**config.mk**
```make
export PLATFORM = sky130hd
export DESIGN_NAME = spi_chan_sched
export DESIGN_NICKNAME = d
export VERILOG_FILES = /design/src/rtl/spi_sched_pkg.sv /design/src/rtl/spi_chan_elig.sv /design/src/rtl/spi_rr_pick.sv /design/src/rtl/spi_chan_sched.sv
export SDC_FILE = /design/constraint.sdc
export NUM_CORES = 1
export LEC_CHECK = 0
export ABC_AREA = 1
export BUFFER_PORTS_ARGS = -buffer_cell sky130_fd_sc_hd__buf_2
export CORE_MARGIN = 1.5
export CORE_UTILIZATION = 45
export DETAILED_ROUTE_END_ITERATION = 7
export PLACE_DENSITY = 0.7
export SETUP_SLACK_MARGIN = 0.5
export SLEW_MARGIN = 20
export SYNTH_ARGS = -nofsm -noshare
export SYNTH_HDL_FRONTEND = slang
export SYNTH_SLANG_ARGS = --single-unit
```
**constraint.sdc**
```tcl
create_clock -name clk -period 1.56 [get_ports clk]
set_clock_uncertainty 0.1 [all_clocks]
set_input_delay 0.234 -clock clk [delete_from_list [all_inputs] [get_ports clk]]
set_output_delay 0.234 -clock clk [all_outputs]
set_load 0.01 [all_outputs]
```
**src/rtl/spi_sched_pkg.sv**
```systemverilog
package spi_sched_pkg;
    typedef enum logic {
        MODE_TXRX   = 1'b0,
        MODE_TXONLY = 1'b1
    } chan_mode_e;
endpackage

```
**src/rtl/spi_chan_elig.sv**
```systemverilog
module spi_chan_elig
    import spi_sched_pkg::*;
#(
    parameter int NCH = 4
) (
    input  logic [NCH-1:0] en,
    input  logic [NCH-1:0] txonly,
    input  logic [NCH-1:0] txe,
    input  logic [NCH-1:0] rxf,
    output logic [NCH-1:0] elig,
    output logic [NCH-1:0] rxreq
);
    for (genvar i = 0; i < NCH; i++) begin : g_ch
        chan_mode_e mode;
        logic       rx_blocks;
        always_comb begin
            mode      = chan_mode_e'(txonly[i]);
            rx_blocks = (mode == MODE_TXRX) && rxf[i];
            elig[i]   = en[i] && !txe[i] && !rx_blocks;
            rxreq[i]  = rxf[i] && (mode != MODE_TXONLY);
        end
    end
endmodule

```
**src/rtl/spi_rr_pick.sv**
```systemverilog
module spi_rr_pick #(
    parameter int NCH = 4,
    localparam int IW = $clog2(NCH)
) (
    input  logic [NCH-1:0] mask,
    input  logic [IW-1:0]  last,
    output logic           found,
    output logic [IW-1:0]  idx
);
    always_comb begin
        found = 1'b0;
        idx   = '0;
        for (int k = NCH; k >= 1; k--) begin
            int p;
            p = int'(last) + k;
            if (p >= NCH) p = p - NCH;
            if (mask[p]) begin
                found = 1'b1;
                idx   = IW'(p);
            end
        end
    end
endmodule

```
**src/rtl/spi_chan_sched.sv**
```systemverilog
module spi_chan_sched #(
    parameter int NCH = 4,
    localparam int IW = $clog2(NCH)
) (
    input  logic           clk,
    input  logic           rst_n,
    input  logic [NCH-1:0] ch_en,
    input  logic [NCH-1:0] ch_txonly,
    input  logic [NCH-1:0] tx_empty,
    input  logic [NCH-1:0] rx_full,
    input  logic           word_done,
    output logic [IW-1:0]  grant_idx,
    output logic           load_stb,
    output logic           tx_underflow,
    output logic           store_stb,
    output logic [IW-1:0]  store_idx,
    output logic [NCH-1:0] rx_req
);
    localparam logic [NCH-1:0] ONE = NCH'(1);

    typedef struct packed {
        logic           busy;
        logic [IW-1:0]  last;
        logic [IW-1:0]  gidx;
        logic           load;
        logic           unf;
        logic           store;
        logic [IW-1:0]  sidx;
        logic [NCH-1:0] rxreq;
    } state_t;

    state_t st_q, st_d;

    logic [NCH-1:0] elig, rxreq_d;
    logic           pick_found, cand_found;
    logic [IW-1:0]  pick_idx, cand_idx;
    logic           free;

    spi_chan_elig #(.NCH(NCH)) u_elig (
        .en(ch_en), .txonly(ch_txonly), .txe(tx_empty), .rxf(rx_full),
        .elig(elig), .rxreq(rxreq_d)
    );

    spi_rr_pick #(.NCH(NCH)) u_pick (
        .mask(elig), .last(st_q.last), .found(pick_found), .idx(pick_idx)
    );

    spi_rr_pick #(.NCH(NCH)) u_cand (
        .mask(ch_en), .last(st_q.last), .found(cand_found), .idx(cand_idx)
    );

    always_comb begin
        st_d       = st_q;
        st_d.load  = 1'b0;
        st_d.unf   = 1'b0;
        st_d.store = 1'b0;
        st_d.rxreq = rxreq_d;
        free       = !st_q.busy || word_done;
        if (st_q.busy && word_done) begin
            st_d.busy  = 1'b0;
            st_d.store = 1'b1;
            st_d.sidx  = st_q.gidx;
        end
        if (free && pick_found) begin
            st_d.busy = 1'b1;
            st_d.gidx = pick_idx;
            st_d.last = pick_idx;
            st_d.load = 1'b1;
            st_d.unf  = cand_found && tx_empty[cand_idx];
        end
    end

    always_ff @(posedge clk) begin
        if (!rst_n) begin
            st_q      <= '0;
            st_q.last <= IW'(NCH - 1);
        end else begin
            st_q <= st_d;
        end
    end

    assign grant_idx    = st_q.gidx;
    assign load_stb     = st_q.load;
    assign tx_underflow = st_q.unf;
    assign store_stb    = st_q.store;
    assign store_idx    = st_q.sidx;
    assign rx_req       = st_q.rxreq;

    // a grant goes only to an enabled channel that had data
    a_r1_r3_grant_has_data: assert property (@(posedge clk) disable iff (!rst_n)
        load_stb |-> (($past(ch_en) & ~$past(tx_empty) & (ONE << grant_idx)) != '0));

    // full receive side blocks only transmit-and-receive channels
    a_r5_rx_full_blocks: assert property (@(posedge clk) disable iff (!rst_n)
        load_stb |-> ((($past(ch_txonly) | ~$past(rx_full)) & (ONE << grant_idx)) != '0));

    // underflow only together with a grant
    a_r4_unf_with_load: assert property (@(posedge clk) disable iff (!rst_n)
        tx_underflow |-> load_stb);

    // no new grant while a word is shifting
    a_r8_hold_while_busy: assert property (@(posedge clk) disable iff (!rst_n)
        (st_q.busy && !word_done) |=> !load_stb);

    // an idle shifter with an eligible channel grants next cycle
    a_r10_idle_grants: assert property (@(posedge clk) disable iff (!rst_n)
        (!st_q.busy && elig != '0) |=> load_stb);

    // a store pulse always follows an end-of-word pulse
    a_r9_store_cause: assert property (@(posedge clk) disable iff (!rst_n)
        store_stb |-> $past(word_done));

    // no gated receive request for a transmit-only channel
    a_r7_rxreq_gated: assert property (@(posedge clk) disable iff (!rst_n)
        (rx_req & $past(ch_txonly)) == '0);
endmodule

```
# Yosys cells after proc, flatten, opt, wreduce, memory -nomap -nowiden
# Index checks and enable logic that the tools add are counted.
# Widths: inputs -> output; s select.
[totals]
regBits = 14
latch_bits = 0
ramBits = 0
romBits = 0
inputBits = 19
output_inout_bits = 11
wordCells = 105
mem_count = 0
[classes]
add_sub_neg = 8
mul = 0
div = 0
magnitude_cmp = 9
eq_ne = 0
shifts = 0
mux = 49
bitwise = 4
n_reduce_logical = 27
[op_table]
columns = ["cell", "n"]
rows = [
  ["$ge 32x4->1 const B", 4],
  ["$lt 32x4->1 const B", 4],
  ["$mux 32", 4],
  ["$sub 32x4->32 const B", 4],
  ["$mux 1", 26],
  ["$bmux 1 s2", 9],
  ["$mux 2", 8],
  ["$logic_and 1x1->1", 15],
  ["$logic_not 1->1", 9],
  ["$mux 7", 1],
  ["$add 2x2->3 const B", 2],
  ["$add 2x3->4 const B", 1],
  ["$not 1->1", 4],
  ["$add 2x1->3 const B", 1],
  ["$lt 2x3->1 const B", 1],
  ["$mux 3", 1],
  ["$reduce_and 2->1", 1],
  ["$reduce_bool 2->1", 1],
  ["$logic_or 1x1->1", 1],
]

# Logic depth before layout (Yosys ltp)
[depth]
depth_word = 14
depth_mapped = 15
mapped_depth_nobuf = 14

# Modules after synthesis
# From an unflattened synthesis, not the netlist that was laid out.
[hier_totals]
hier_cells = 192
area_unflattened_um2 = 1178.6
[modules_own_cells]
columns = ["mod", "instances", "cells_per_inst", "area_per_inst_um2", "seq_area_each_um2"]
rows = [
  ["spi_chan_sched", 1, 66, 540.5, 280.3],
  ["spi_rr_pick", 2, 51, 246.5, 0.0],
  ["spi_chan_elig", 1, 24, 145.1, 0.0],
]

# Least setup slack after synthesis
# No wires, ideal clock.
[synth_path]
kind = "flip-flop to flip-flop"
startpoint = "reg st_q[11] (netlist name)"
endpoint = "reg st_q, in the netlist tx_underflow"
setup_time_ns = 0.113
arrival_time_ns = 1.194
required_ns = 1.347
slack_ns = 0.154
stages_incl_launch_ff = 15
n_path_buf = 1
period_less_slack_ns = 1.406
path_cell_list = "dfxtp_1 buf_6 inv_4 nand2_2 nand2_4 inv_2 nand2_2 nand2_1 inv_2 nand3_1 nand2_2 nand2_1 nand2_1 nor2_1 nor2_1"
[synth_via]
elab_chain_cells = 13
elab_cells_between_ends = 57
classes_between = "8 x add/sub; 4 x order compare; 42 x mux; 3 x reduce/logical"
[synth_rtl]
columns = ["item", "line_no", "rtl"]
rows = [
  ["$add 2x3->4", "spi_rr_pick.sv:15", "p = int'(last) + k;"],
  ["$sub 32x4->32 or $ge 32x4->1 (tied branches)", "spi_rr_pick.sv:16", "if (p >= NCH) p = p - NCH;"],
  ["$mux 32", "spi_rr_pick.sv:16", ""],
  ["$bmux 1 s2", "spi_rr_pick.sv:17", "if (mask[p]) begin"],
  ["$mux 1 (implied by the code) (2 in a row)", "spi_rr_pick.sv:17", ""],
  ["$mux 2 (4 in a row)", "spi_rr_pick.sv:17", ""],
  ["$bmux 1 s2", "spi_chan_sched.sv:69", "st_d.unf = cand_found && tx_empty[cand_idx];"],
  ["$mux 1 (implied by the code)", "spi_chan_sched.sv:69", ""],
  ["$logic_and 1x1->1", "spi_chan_sched.sv:69", ""],
  ["end signal, assigned", "spi_chan_sched.sv:78", "st_q <= st_d;"],
  ["end, declared", "spi_chan_sched.sv:32", "state_t st_q, st_d;"],
]
# Several ways; a longest one is shown, not always the timed one. The select of a mux whose other input is x is not followed.
# A chain may end at the register's enable or synchronous reset.

# Final worst setup path
[layout_path]
startpoint = "reg st_q[11] (netlist name)"
endpoint = "reg st_q, in the netlist grant_idx[0]"
[layout_via]
elab_chain_cells = 11
elab_cells_between_ends = 37
classes_between = "8 x add/sub; 4 x order compare; 24 x mux; 1 x reduce/logical"
[layout_rtl]
columns = ["item", "line_no", "rtl"]
rows = [
  ["$add 2x3->4", "spi_rr_pick.sv:15", ""],
  ["$sub 32x4->32 or $ge 32x4->1 (tied branches)", "spi_rr_pick.sv:16", ""],
  ["$mux 32", "spi_rr_pick.sv:16", ""],
  ["$bmux 1 s2", "spi_rr_pick.sv:17", ""],
  ["$mux 1 (implied by the code) (2 in a row)", "spi_rr_pick.sv:17", ""],
  ["$mux 1 (4 in a row)", "spi_rr_pick.sv:17", ""],
  ["$logic_and 1x1->1", "spi_chan_sched.sv:64", "if (free && pick_found) begin"],
]
# Several ways; a longest one is shown, not always the timed one. The select of a mux whose other input is x is not followed.

==> metrics <==
num ports 30; Hold Path Cell Cnt 2; register area share after synthesis 28.75%; fill count 160; Tot Pwr about 2.3 mW; first-pass GRT wire length 3995 um; post-synthesis sequential element count 14; initial antenna violation count 0; gp weighted congestion around 0.88; PwrDens approximately 1600 nW/um^2; Num CTS Buffers 3; final slew viol count 0; crit path max fanout 5; Tot GR Track Use 20.47%; min-delay src rst_n; detailed-route wire length per cell 12.08 um; final worst path period need between 1.5 and 2 ns; Syn Inst Count roughly 160; Min-Delay Endpoint st_q[12]; Final Cell Area 1414 sq um; # H-tree levels 1; Reg2Reg Setup Slack 0.02 ns; DR iter-0 viols 34; Setup CP Type reg2reg; normalized max-slew margin 78.86%; required time of the critical path 1.67 ns; switching pwr between 1 and 1.5 mW; met1 global-route usage 25.23%; min-delay worst type in2reg; Clk Latency, worst-skew pair approximately 0.28 ns; RSZ-0062 raised after global routing true; initial core utilization 48.69%; Mapped Area 974.7 sq um; Worst-path clk slew 0.09 ns; status completed; WHS 0.1092 ns; share of cells above drive strength 1 49.74%; Max Buffers Root-to-Sink 2; met2 GRT Util about 35%; vias between 1000 and 1500; DR DRC count 0; synthesized area per cell 6.288 sq um; Total Wirelength roughly 2600 um; max cap viols 0; CP startpoint kind flop; pin count of the biggest net entering global routing 9; Yosys warnings 0; Die X 49.54 um; cells on worst reg2reg path 11; reg2reg end grant_idx[0]; Yosys cell types 21; final cell count without fillers 216; worst flop-to-flop path startpoint st_q[11]; Final Hold Viols 0; fin crit share 98.81%; sw frac 46.37%; fmax 648.8 MHz; die area 2454 sq um; row cnt 16; ANT cells 0; area growth from synthesis to layout 45.06%; Inst Count DP between 200 and 250; Top Usage Layer GRT met2; TritonCTS clock tree yes; Int Pwr 1.238 mW; combinational power share 66.0%; Core ar. roughly 2000 sq um; most common cell after layout, fill and taps aside nand2_1; grt ovf 0; synthesized net count 174; First-pass DRT Iterations 4; PortBufs 29; Worst Max-Slew Pin Slew 0.3159 ns; HPWL after DPL about 1600 um; vias per cell between 4 and 5; vias in the first global route 978; Die Y 49.54 um; critical path capture point type flop; Seq pwr share between 20 and 25%; met3 Usage GRT ~3.9%; Setup-failing EPs final 0; commonest non-fill, non-tap cells in the layout 39 x nand2_1, 24 x buf_2, 17 x nor2_1, 15 x inv_1, 12 x nand2_2; Final #Nets 209; Final ANT Viol Nets 0; Crit path arrival time between 1.5 and 2 ns; clock share of power 11.1%; root buf cell clkbuf_4; Area after DPL 1121 sq um; Max IR drop VDD 1.069 mV; clk sink count 14; P_leak about 0.74 nW
## power groups by stage
stage	Combinational (mW)	Clock, mW	Sequential (mW)
detailed placement	1.07	0	0.524
global route	1.69	0.280	0.535
CTS	1.35	0.254	0.520
global placement	1.06	0	0.524
finish	1.52	0.257	0.529
floorplan	0.910	0	0.493
## cells in the mapped netlist
cell type  number  share of area [%]
nand2_2        11                7.1
buf_4           8                6.2
nor2_2          1               0.64
dfxtp_1        14                 29
o21ai_0         4                2.1
nor2_4          1                1.2
nand2_1        45                 17
inv_4           1               0.64
inv_1          15                5.8
a21oi_4         1                1.7
nand2_4         1                1.2
o21ai_1         2                1.0
buf_8           1                1.5
clkinv_1        1               0.38
o211ai_1        2                1.5
nor2_1         19                7.3
inv_2           6                2.3
nand3_1        15                7.7
a21oi_1         3                1.5
buf_6           1                1.2
nand3_2         3                3.1
## state kept, by name (all words and copies together) (netlist names)
name and count:
grant_idx 2, load_stb 1, rx_req 4, st_q 3
store_idx 2, store_stb 1, tx_underflow 1
## worst max path at each step
stage | from | endpoint | slack (ns)
final | st_q[11] | grant_idx[0] | 0.02
after detailed placement | st_q[11] | grant_idx[0] | -0.01
after global placement | st_q[11] | grant_idx[0] | 0.03
after global routing | st_q[11] | tx_underflow | -0.14
after CTS | st_q[11] | tx_underflow | 0.07
after floorplan | st_q[11] | tx_underflow | 0.16
## per-layer routing
metal | share of wire [%] | up-vias
li1 | - | 536
met5 | 0 | -
met4 | 1.1 | 0
met2 | 53 | 31
met1 | 42 | 488
met3 | 3.9 | 2
## cell type report
cell class / instances / area [sq um] / area share [%]
timing repair buffer: 40 / 286.5 / 20.27
clock buffer: 4 / 36.28 / 2.566
tap: 27 / 33.78 / 2.389
inverter: 23 / 93.84 / 6.637
sequential: 14 / 291.5 / 20.62
multi-input combinational: 108 / 671.9 / 47.52
## per-stage QoR
step	setup WS, ns	utilization [%]	TNS (ns)
after floorplan	0.1566	-	0
after global placement	0.02695	56.00	0
after detailed placement	-0.01039	56.00	-0.01039
after CTS	0.06917	66.06	0
after global routing	-0.1351	70.63	-0.2710
final	0.01859	70.63	0
## cell families (layout without fill, tap and decap cells)
logic type	after synthesis	after routing	share of synthesized area, %
DFF	14	14	28.75
buffers and inverters	33	67	17.97
and+or+nand+nor	96	96	45.44
AOI/OAI and AO/OA	12	12	7.830
## worst max-delay path, stage by stage (launching register included)
cell,delay (ns)
dfxtp_4,0.42
buf_12,0.14
nand3_4,0.08
nand2_4,0.11
nand2_1,0.07
nand2_1,0.06
inv_1,0.04
nand2_1,0.08
nand2_1,0.07
nand2_1,0.08
nand3_1,0.09
a21oi_1,0.13
## what timing repair did
| action | 4_1_cts | 5_1_grt |
|---|---|---|
| pin swaps | 8 | 10 |
| setup buffers | 6 | 1 |
| hold buffers | 0 | 0 |
| gates resized for setup | 33 | 17 |
| gates cloned | 0 | 0 |
| endpoints found under the setup margin | 11 | 18 |
No activity file was read; power rests on OpenSTA's default activity.
